[config.mk]
export PLATFORM = sky130hd
export DESIGN_NAME = irqfiq_ctrl
export DESIGN_NICKNAME = d
export VERILOG_FILES = /design/src/rtl/irqfiq_pkg.sv /design/src/rtl/irqfiq_bank.sv /design/src/rtl/irqfiq_scan.sv /design/src/rtl/irqfiq_ctrl.sv
export SDC_FILE = /design/constraint.sdc
export NUM_CORES = 2
export LEC_CHECK = 0
export BUFFER_PORTS_ARGS = -buffer_cell sky130_fd_sc_hd__buf_4
export CAP_MARGIN = 10
export CORE_AREA = 2 2 209 366
export CTS_CLUSTER_SIZE = 16
export DETAILED_ROUTE_END_ITERATION = 10
export DIE_AREA = 0 0 211 368
export MAX_ROUTING_LAYER = met4
export PLACE_DENSITY_LB_ADDON = 0.15
export SETUP_SLACK_MARGIN = 0.2
export SLEW_MARGIN = 40
export SYNTH_ARGS = -nofsm -noshare
export SYNTH_HDL_FRONTEND = slang
export SYNTH_SLANG_ARGS = --single-unit
export TNS_END_PERCENT = 20
[constraint.sdc]
create_clock -name clk_i -period 4.9 [get_ports clk_i]
set_clock_uncertainty 0.15 [all_clocks]
set_input_delay 0.49 -clock clk_i [delete_from_list [all_inputs] [get_ports clk_i]]
set_output_delay 0.49 -clock clk_i [all_outputs]
set_load 0.02 [all_outputs]
[src/rtl/irqfiq_pkg.sv]
package irqfiq_pkg;
  localparam int DATA_W    = 32;
  localparam int BANK_W    = 32;
  localparam int ADDR_W    = 10;
  localparam int GRP_W     = ADDR_W - 4;

  // Register group selected by address bits [ADDR_W-1:4]
  typedef enum logic [GRP_W-1:0] {
    GRP_CTRL = 6'd0,
    GRP_RAW  = 6'd1,
    GRP_FPND = 6'd2,
    GRP_ROUTE = 6'd3,
    GRP_ENA  = 6'd4,
    GRP_MASK = 6'd5
  } grp_e;

  // Word within the control group, address bits [3:2]
  typedef enum logic [1:0] {
    CW_VEC  = 2'd0,
    CW_BASE = 2'd1,
    CW_PROT = 2'd2,
    CW_NMI  = 2'd3
  } ctrl_word_e;
endpackage

[src/rtl/irqfiq_bank.sv]
module irqfiq_bank #(
  parameter int BANK_W = 32
) (
  input  logic              clk_i,
  input  logic              rst_i,
  input  logic [BANK_W-1:0] src_i,
  input  logic              we_fpnd_i,
  input  logic              we_route_i,
  input  logic              we_ena_i,
  input  logic              we_mask_i,
  input  logic [BANK_W-1:0] wdata_i,
  output logic [BANK_W-1:0] pend_o,
  output logic [BANK_W-1:0] fpnd_o,
  output logic [BANK_W-1:0] route_o,
  output logic [BANK_W-1:0] ena_o,
  output logic [BANK_W-1:0] mask_o,
  output logic [BANK_W-1:0] act_o,
  output logic [BANK_W-1:0] fact_o
);
  logic [BANK_W-1:0] pend_q, fpnd_q, route_q, ena_q, mask_q;
  logic [BANK_W-1:0] fpnd_kept;

  assign act_o  = pend_q & ~mask_q;
  assign fact_o = act_o & route_q;

  // Clear requested bits first, then OR in live fast requests so that set wins
  assign fpnd_kept = we_fpnd_i ? (fpnd_q & ~wdata_i) : fpnd_q;

  always_ff @(posedge clk_i) begin
    if (rst_i) begin
      pend_q  <= '0;
      fpnd_q  <= '0;
      route_q <= '0;
      ena_q   <= '0;
      mask_q  <= '0;
    end else begin
      pend_q <= src_i;
      fpnd_q <= fpnd_kept | fact_o;
      if (we_route_i) route_q <= wdata_i;
      if (we_ena_i)   ena_q   <= wdata_i;
      if (we_mask_i)  mask_q  <= wdata_i;
    end
  end

  assign pend_o  = pend_q;
  assign fpnd_o  = fpnd_q;
  assign route_o = route_q;
  assign ena_o   = ena_q;
  assign mask_o  = mask_q;

  // raw pending is the previous sample of the lines
  p_pend_tracks_r1: assert property (@(posedge clk_i) disable iff (rst_i)
    !$past(rst_i) |-> (pend_q == $past(src_i)));

  // a clearing write leaves no written bit set unless it was re-set
  p_fpnd_w1c_r6: assert property (@(posedge clk_i) disable iff (rst_i)
    $past(we_fpnd_i) |-> ((fpnd_q & $past(wdata_i) & ~$past(fact_o)) == '0));

  // without a clearing write, sticky bits never drop
  p_fpnd_sticky_r6: assert property (@(posedge clk_i) disable iff (rst_i)
    !$past(we_fpnd_i) |-> ((fpnd_q & $past(fpnd_q)) == $past(fpnd_q)));
endmodule

[src/rtl/irqfiq_scan.sv]
module irqfiq_scan #(
  parameter int NUM_BANKS = 3,
  parameter int BANK_W    = 32,
  parameter int DATA_W    = 32
) (
  input  logic [NUM_BANKS-1:0][BANK_W-1:0] act_i,
  output logic [DATA_W-1:0]                vec_o
);
  localparam int NUM_SRC = NUM_BANKS * BANK_W;
  localparam int LOW_W   = $clog2(BANK_W);
  localparam int IDX_W   = $clog2(NUM_SRC);

  logic [NUM_BANKS-1:0]            hit;
  logic [NUM_BANKS-1:0][LOW_W-1:0] low;
  logic [IDX_W-1:0]                idx;

  // Stage 1: per bank, lowest set bit; stage 2: lowest bank with a hit
  always_comb begin
    for (int b = 0; b < NUM_BANKS; b++) begin
      hit[b] = |act_i[b];
      low[b] = '0;
      for (int i = BANK_W - 1; i >= 0; i--) begin
        if (act_i[b][i]) low[b] = LOW_W'(i);
      end
    end
    idx = '0;
    for (int b = NUM_BANKS - 1; b >= 0; b--) begin
      if (hit[b]) idx = IDX_W'(b * BANK_W) + IDX_W'(low[b]);
    end
    vec_o = DATA_W'(idx) << 2;
  end
endmodule

[src/rtl/irqfiq_ctrl.sv]
module irqfiq_ctrl
  import irqfiq_pkg::*;
#(
  parameter int NUM_BANKS = 3
) (
  input  logic                          clk_i,
  input  logic                          rst_i,
  input  logic [NUM_BANKS*BANK_W-1:0]   src_i,
  input  logic [ADDR_W-1:0]             bus_addr_i,
  input  logic                          bus_we_i,
  input  logic [DATA_W-1:0]             bus_wdata_i,
  output logic [DATA_W-1:0]             bus_rdata_o,
  output logic                          irq_o,
  output logic                          fiq_o
);
  localparam int NUM_SRC = NUM_BANKS * BANK_W;

  logic        aligned;
  grp_e        grp;
  logic [1:0]  slot;
  logic        slot_ok;

  logic [NUM_BANKS-1:0][BANK_W-1:0] pend, fpnd, route, ena, mask, act, fact;
  logic [NUM_BANKS-1:0]             any_act, any_fact;
  logic [DATA_W-1:0]                vec;
  logic [DATA_W-1:0]                base_q, prot_q, nmi_q;

  assign aligned = (bus_addr_i[1:0] == 2'b00);
  assign grp     = grp_e'(bus_addr_i[ADDR_W-1:4]);
  assign slot    = bus_addr_i[3:2];
  assign slot_ok = (32'(slot) < NUM_BANKS);

  // Per-bank register slices, write strobes decoded from group and slot
  for (genvar b = 0; b < NUM_BANKS; b++) begin : g_bank
    logic hit_bank;
    assign hit_bank = bus_we_i && aligned && (slot == 2'(b));

    irqfiq_bank #(.BANK_W(BANK_W)) i_bank (
      .clk_i      (clk_i),
      .rst_i      (rst_i),
      .src_i      (src_i[b*BANK_W +: BANK_W]),
      .we_fpnd_i  (hit_bank && (grp == GRP_FPND)),
      .we_route_i (hit_bank && (grp == GRP_ROUTE)),
      .we_ena_i   (hit_bank && (grp == GRP_ENA)),
      .we_mask_i  (hit_bank && (grp == GRP_MASK)),
      .wdata_i    (bus_wdata_i),
      .pend_o     (pend[b]),
      .fpnd_o     (fpnd[b]),
      .route_o    (route[b]),
      .ena_o      (ena[b]),
      .mask_o     (mask[b]),
      .act_o      (act[b]),
      .fact_o     (fact[b])
    );

    assign any_act[b]  = |act[b];
    assign any_fact[b] = |fact[b];
  end

  assign irq_o = |any_act;
  assign fiq_o = |any_fact;

  irqfiq_scan #(
    .NUM_BANKS (NUM_BANKS),
    .BANK_W    (BANK_W),
    .DATA_W    (DATA_W)
  ) i_scan (
    .act_i (act),
    .vec_o (vec)
  );

  // Control words
  always_ff @(posedge clk_i) begin
    if (rst_i) begin
      base_q <= '0;
      prot_q <= '0;
      nmi_q  <= '0;
    end else if (bus_we_i && aligned && (grp == GRP_CTRL)) begin
      case (ctrl_word_e'(slot))
        CW_BASE: base_q <= {bus_wdata_i[DATA_W-1:2], 2'b00};
        CW_PROT: prot_q <= bus_wdata_i;
        CW_NMI:  nmi_q  <= bus_wdata_i;
        default: ;
      endcase
    end
  end

  // Read mux
  always_comb begin
    bus_rdata_o = '0;
    if (aligned) begin
      if (grp == GRP_CTRL) begin
        case (ctrl_word_e'(slot))
          CW_VEC:  bus_rdata_o = vec;
          CW_BASE: bus_rdata_o = base_q;
          CW_PROT: bus_rdata_o = prot_q;
          CW_NMI:  bus_rdata_o = nmi_q;
          default: bus_rdata_o = '0;
        endcase
      end else if (slot_ok) begin
        for (int b = 0; b < NUM_BANKS; b++) begin
          if (slot == 2'(b)) begin
            case (grp)
              GRP_RAW:   bus_rdata_o = pend[b];
              GRP_FPND:  bus_rdata_o = fpnd[b];
              GRP_ROUTE: bus_rdata_o = route[b];
              GRP_ENA:   bus_rdata_o = ena[b];
              GRP_MASK:  bus_rdata_o = mask[b];
              default:   bus_rdata_o = '0;
            endcase
          end
        end
      end
    end
  end

  // a fast request implies a normal request
  p_fiq_needs_irq_r3: assert property (@(posedge clk_i) disable iff (rst_i)
    fiq_o |-> irq_o);

  // vector is zero while nothing unmasked is pending
  p_vec_idle_zero_r4: assert property (@(posedge clk_i) disable iff (rst_i)
    !irq_o |-> (vec == '0));

  // vector is word-aligned and inside the line range
  p_vec_range_r4: assert property (@(posedge clk_i) disable iff (rst_i)
    (vec[1:0] == 2'b00) && (vec < DATA_W'(NUM_SRC * 4)));

  // stored base never has its low bits set
  p_base_low_clear_r7: assert property (@(posedge clk_i) disable iff (rst_i)
    base_q[1:0] == 2'b00);

  // reset leaves requests low and control words cleared
  p_reset_clears_r10: assert property (@(posedge clk_i)
    rst_i |=> (!irq_o && !fiq_o && (base_q == '0) && (nmi_q == '0)));
endmodule

# --- After elaboration in Yosys (flattened, before gate mapping) ---
# Cells that the tools add are included.
totals:
  register_bits: 574
  in_bits: 141
  out_inout_bits: 34
  word_cells: 185
classes:
  add_sub_neg: 2
  magnitude_cmp: 1
  n_eq_ne: 8
  mux: 112
  n_bitwise: 16
  reduce_logical: 28
ops:
  columns: ["cell", "n"]
  rows:
  - ["$mux W5", 96]
  - ["$pmux W32 S5", 3]
  - ["$and A32 B32 Y32", 9]
  - ["$mux W32", 9]
  - ["$reduce_or A96 Y1", 2]
  - ["$not A32 Y32", 4]
  - ["$pmux W32 S4", 1]
  - ["$or A32 B32 Y32", 3]
  - ["$reduce_or A32 Y1", 3]
  - ["$mux W7", 3]
  - ["$logic_and A1 B1 Y1", 17]
  - ["$eq A6 B2 Y1 const B", 2]
  - ["$eq A6 B3 Y1 const B", 2]
  - ["$add A6 B5 Y7 const A", 1]
  - ["$add A7 B5 Y7 const A", 1]
  - ["$eq A6 B1 Y1 const B", 1]
  - ["$logic_not A6 Y1", 1]
  - ["$reduce_and A2 Y1", 3]
  - ["$eq A2 B2 Y1 const B", 2]
  - ["$logic_not A2 Y1", 2]
  - ["$eq A2 B1 Y1 const B", 1]
  - ["$lt A2 B2 Y1 const B", 1]

# --- Depth between registers and ports, before layout ---
logic_depth:
  word_depth: 41
  mapped_depth: 9
  depth_no_buf: 7

# --- Modules after synthesis ---
# From an unflattened synthesis, not the netlist that was laid out.
unflattened:
  hier_cells: 3024
  hier_area_um2: 28172.0
modules_own_cells:
  columns: ["module", "n_inst", "cells_per_inst", "area_each_um2", "seq_area_each_um2"]
  rows:
  - ["irqfiq_bank", 3, 544, 5998.3, 3203.1]
  - ["irqfiq_ctrl", 1, 1160, 8792.2, 1881.8]
  - ["irqfiq_scan", 1, 232, 1385.1, 0.0]

# --- Worst setup path before layout ---
# No wires, ideal clock.
synth_timing:
  path_kind: "in2out"
  startpoint: "input port bus_addr_i[7]"
  endpoint: "output port bus_rdata_o[12]"
  t_arrival_ps: 3165
  required_time_ps: 4260
  setup_slack_ps: 1095
  stages: 7
  n_path_buf: 3
  path_cell_list: "or4b_2 > nor3_1 > clkbuf_1 > buf_1 > buf_1 > a21oi_1 > nor3_1"
synth_between:
  elab_chain_len: 8
  elab_cells_between_ends: 15
  classes_between: "eq/ne (5); mux (9); reduce/logical (1)"
synth_rtl:
  columns: ["element", "line_no", "text"]
  rows:
  - ["start: declaration", "irqfiq_ctrl.sv:9", "input logic [ADDR_W-1:0] bus_addr_i,"]
  - ["$eq A6 B3 Y1 (tied with other cells)", "irqfiq_ctrl.sv:103", "case (grp)"]
  - ["$pmux W32 S5", "irqfiq_ctrl.sv:103", null]
  - ["$mux W32 (3 in series)", "irqfiq_ctrl.sv:102", "if (slot == 2'(b)) begin"]
  - ["$mux W32", "irqfiq_ctrl.sv:100", "end else if (slot_ok) begin"]
  - ["$mux W32 *", "irqfiq_ctrl.sv:92", "if (grp == GRP_CTRL) begin"]
  - ["$mux W32 *", "irqfiq_ctrl.sv:91", "if (aligned) begin"]
  - ["end: declaration", "irqfiq_ctrl.sv:12", "output logic [DATA_W-1:0] bus_rdata_o,"]
# Mark *: on every way between the ends. The rest lies on a longest branch, timed or not.

# --- Final worst setup path ---
layout_timing:
  startpoint: "register g_bank[0].i_bank.pend_q[10]"
  endpoint: "output port bus_rdata_o[2]"
layout_between:
  elab_chain_len: 16
  elab_cells_between_ends: 17
  classes_between: "mux (15); bitwise (1); reduce/logical (1)"
layout_rtl:
  columns: ["element", "line_no", "text"]
  rows:
  - ["start: declaration", "irqfiq_bank.sv:20", "logic [BANK_W-1:0] pend_q, fpnd_q, route_q, ena_q, mask_q;"]
  - ["start signal: assignment", "irqfiq_bank.sv:37", "pend_q <= src_i;"]
  - ["$and A32 B32 Y32 *", "irqfiq_bank.sv:23", "assign act_o = pend_q & ~mask_q;"]
  - ["$mux W5 (11 in series)", "irqfiq_scan.sv:23", "if (act_i[b][i]) low[b] = LOW_W'(i);"]
  - ["$mux W7 *", "irqfiq_scan.sv:28", "if (hit[b]) idx = IDX_W'(b * BANK_W) + IDX_W'(low[b]);"]
  - ["$pmux W32 S4 *", "irqfiq_ctrl.sv:93", "case (ctrl_word_e'(slot))"]
  - ["$mux W32 *", "irqfiq_ctrl.sv:92", null]
  - ["$mux W32 *", "irqfiq_ctrl.sv:91", null]
# Marked as above.

==> out/results.tsv <==
stage	metric	value	unit
yosys	ys_seq_area_share	44.3	%
critical_path	crit_cells	8	
layout	drive_above_1_share	12.4	%
placement	dp_cells	4399	
yosys	synth_cells	3440	
critical_path	cp-end-kind	output port	
power	cellPowerDensity	330	nW/µm²
critical_path	r2r-start	g_bank[1].i_bank.pend_o[5]$_SDFF_PP0_	
sta	finalSetupViolations	0	
cts	clk_path_buf_depth	3	
placement	dp_slack	627	ps
yosys	avgSynthCellArea	7.54	µm²
critical_path	path_cells	nor2b_4 > or4_4 > or4_4 > or4_4 > or3_1 > o2111a_2 > or3_4 > buf_6	
yosys	synth-async-reset-ratio	0	%
yosys	synthFlopType	dfxtp_1	
power	power_frac_seq	45.7	%
sta	finalSetupTns	0	ps
power	combPwrFrac	8.3	%
global_route	grt_pass1_wl	176000	µm
layout	nets	3751	
sta	fin_crit_sh	94.8	%
route	drt_iter0_markers	2651	
power	cellLeakagePower	10.7	nW
layout	final_core_util	42.2	%
sta	maxSlewHeadroom	34.5	%
sta	grt_setup_unrepaired	false	
critical_path	slowest_delay	620	ps
placement	port_buffers	174	
floorplanning	initial_utilization	34.7	%
layout	area_growth	21.6	%
cts	cts.clk_slew.worst_paths	60	ps
critical_path	worstPathArrival	4010	ps
floorplanning	fp.coreArea	74700	µm²
yosys	ys_warn_count	0	
critical_path	setup.worst_path.start	g_bank[0].i_bank.pend_o[10]$_SDFF_PP0_	
route	antenna_left	0	
min_path	hold_class	in2reg	
floorplanning	die_w	211	µm
route	drt_wl_total	122000	µm
floorplanning	pin_count	175	
critical_path	crit_end	bus_rdata_o[2]	
floorplanning	die_y	368	µm
yosys	synth.most_common_cell	nand2_1	
sta	worstMarginPinSlew	974	ps
cts	clkLatencyLatePin	660	ps
placement	dpl.hpwl	85400	µm
route	drt_pass1_iterations	6	
cts	cts_sinks	574	
critical_path	crit_type	reg2out	
critical_path	r2r.worst_path.cells	3	
global_route	grt_start_max_net_pins	113	
critical_path	crit_path_top_delay_cell	or4_4	
global_route	antenna_found_initial	3	
critical_path	critical_path_buf_inv_count	1	
yosys	ys_ff_latch	574	
floorplanning	die-area	77600	µm²
sta	max_freq	215	MHz
critical_path	rrSetupSlack	3220	ps
layout	final_cell_count_no_fill	4603	
sta	setup_ws	254	ps
global_route	grt_pass1_vias	25200	
outcome	status	finished, final reports clean	
route	vias	26400	
power	intPower	7.74	mW
sta	min_period	4650	ps
route	drc_errors	0	
cts	tritoncts	built	
critical_path	crit_family	simple AND/OR/NAND/NOR gates	
yosys	ys_types	59	
yosys	synth_edf_count	0	
cts	clockRootBuffer	clkbuf_16	
route	drt-vias-per-instance	5.74	
job	max_cap_violations	0	
critical_path	worst-path-max-fanout	6	
critical_path	critPathLaunchType	register	
sta	finalMaxSlewViolations	0	
route	routedWlPerCell	26.5	µm
global_route	overflow	0	
yosys	synthTopCellsByArea	dfxtp_1 44%, nand2_1 16%, a21oi_1 10%	
sta	hold_violations	0	
yosys	synth_common_cells	1106 x nand2_1, 574 x dfxtp_1, 543 x a21oi_1	
power	clkPwrFrac	46.1	%
power	p_switching	2.66	mW
cts	h-tree-depth	2	
floorplanning	num_rows	133	
yosys	syn_nets	3581	
cts	cts-buffers-inserted	57	
power	ir_worst_vdd	0.311	mV
critical_path	required	4260	ps
power	switching_share	25.6	%
yosys	synth_top_area_cell	dfxtp_1	
yosys	synth_top_area_share	44.3	%
placement	gp_congestion	1.02	
critical_path	crit_top_cell	or4_4	
global_route	track_usage	31.7	%
critical_path	rr_endpoint	g_bank[1].i_bank.fpnd_o[5]$_SDFF_PP0_	
yosys	synth_area	26000	µm²
## worst reg2reg max path: stages (launching register included)
cell and delay, ps:
dfxtp_1 380, nor2b_1 520, nand2_1 360, a21oi_1 200
## layout by cell type (no fill, tap or decap), types with 80 or more instances in the layout
cell type | netlist | layout
a22oi_1 | 95 | 95
mux2i_1 | 80 | 80
buf_4 | 0 | 260
nor2b_1 | 205 | 204
nor2_1 | 105 | 90
dfxtp_1 | 574 | 572
dlygate4sd3_1 | 0 | 92
a21oi_1 | 543 | 543
nand2_1 | 1106 | 1103
## timing repair
action | 4_1_cts | 5_1_grt
pin swaps | 2 | 4
hold endpoints to repair | 92 | 0
setup endpoints to repair | 4 | 1
hold buffers | 92 | 0
gates resized for setup | 3 | 8
setup buffers | 2 | 2
## worst min path at each step
stage / depth (start not counted) / to / slack [ps] / startpoint
after floorplan: 2 / nmi_q[10]$_SDFFE_PP0P_ / 280 / nmi_q[10]$_SDFFE_PP0P_
after global placement: 2 / nmi_q[22]$_SDFFE_PP0P_ / 290 / nmi_q[22]$_SDFFE_PP0P_
after detailed placement: 2 / base_q[3]$_SDFFE_PP0P_ / 290 / base_q[3]$_SDFFE_PP0P_
after CTS: 3 / g_bank[1].i_bank.ena_o[18]$_SDFFE_PP0P_ / 6 / bus_wdata_i[18]
after global routing: 2 / g_bank[0].i_bank.pend_o[22]$_SDFF_PP0_ / 10 / src_i[22]
final: 2 / g_bank[0].i_bank.pend_o[22]$_SDFF_PP0_ / 20 / src_i[22]
## kinds of logic after synthesis
logic type             after synthesis  share of synthesized area [%]
multiplexers                       111                           4.43
AO/OA/AOI/OAI                      907                           21.1
flip-flops                         574                           44.3
buffers and inverters              270                           3.91
AND/OR/NAND/NOR                   1578                           26.2
## per-stage QoR
| stage | hold WS (ps) | cell area (µm²) | total power [mW] |
|---|---|---|---|
| after detailed placement | 294 | 28500 | 5.62 |
| after global routing | 14.7 | 31600 | 10.7 |
| after CTS | 5.67 | 31500 | 10.4 |
| after floorplan | 283 | 26000 | 5.20 |
| final | 21.4 | 31600 | 10.4 |
| after global placement | 289 | 28500 | 5.63 |
## registers in the layout, indices dropped and copies added, names as in the netlist
signal and flops:
g_bank.i_bank.ena_o 96, g_bank.i_bank.route_o 96, prot_q 32, nmi_q 32, g_bank.i_bank.fpnd_o 96, base_q 30
g_bank.i_bank.pend_o 96, g_bank.i_bank.mask_o 96
## power groups by stage
stage | logic [mW] | registers (mW) | clock network, mW
4_1_cts | 0.833 | 4.75 | 4.86
6_report | 0.858 | 4.75 | 4.79
2_1_floorplan | 0.375 | 4.83 | 0
3_5_place_dp | 0.770 | 4.85 | 0
3_3_place_gp | 0.774 | 4.85 | 0
5_1_grt | 0.890 | 4.75 | 5.02
## area by class of cell
type	instances	area (µm²)
Fill cell	7654	43200
Multi-Input combinational cell	2596	13600
Sequential cell	574	11500
Timing Repair Buffer	372	3260
Clock buffer	78	1580
Tap cell	945	1180
Clock inverter	26	394
Inverter	9	33.8
Antenna cell	3	7.51
## per-layer routing
metal,vias up,global-route usage (%),share of wire (%)
li1,12100,-,-
met1,12700,37.6,39
met2,1221,51.2,47
met3,328,3.65,6.6
met4,0,19.7,7.4
met5,-,-,0
Power figures use the tool's default switching activity.
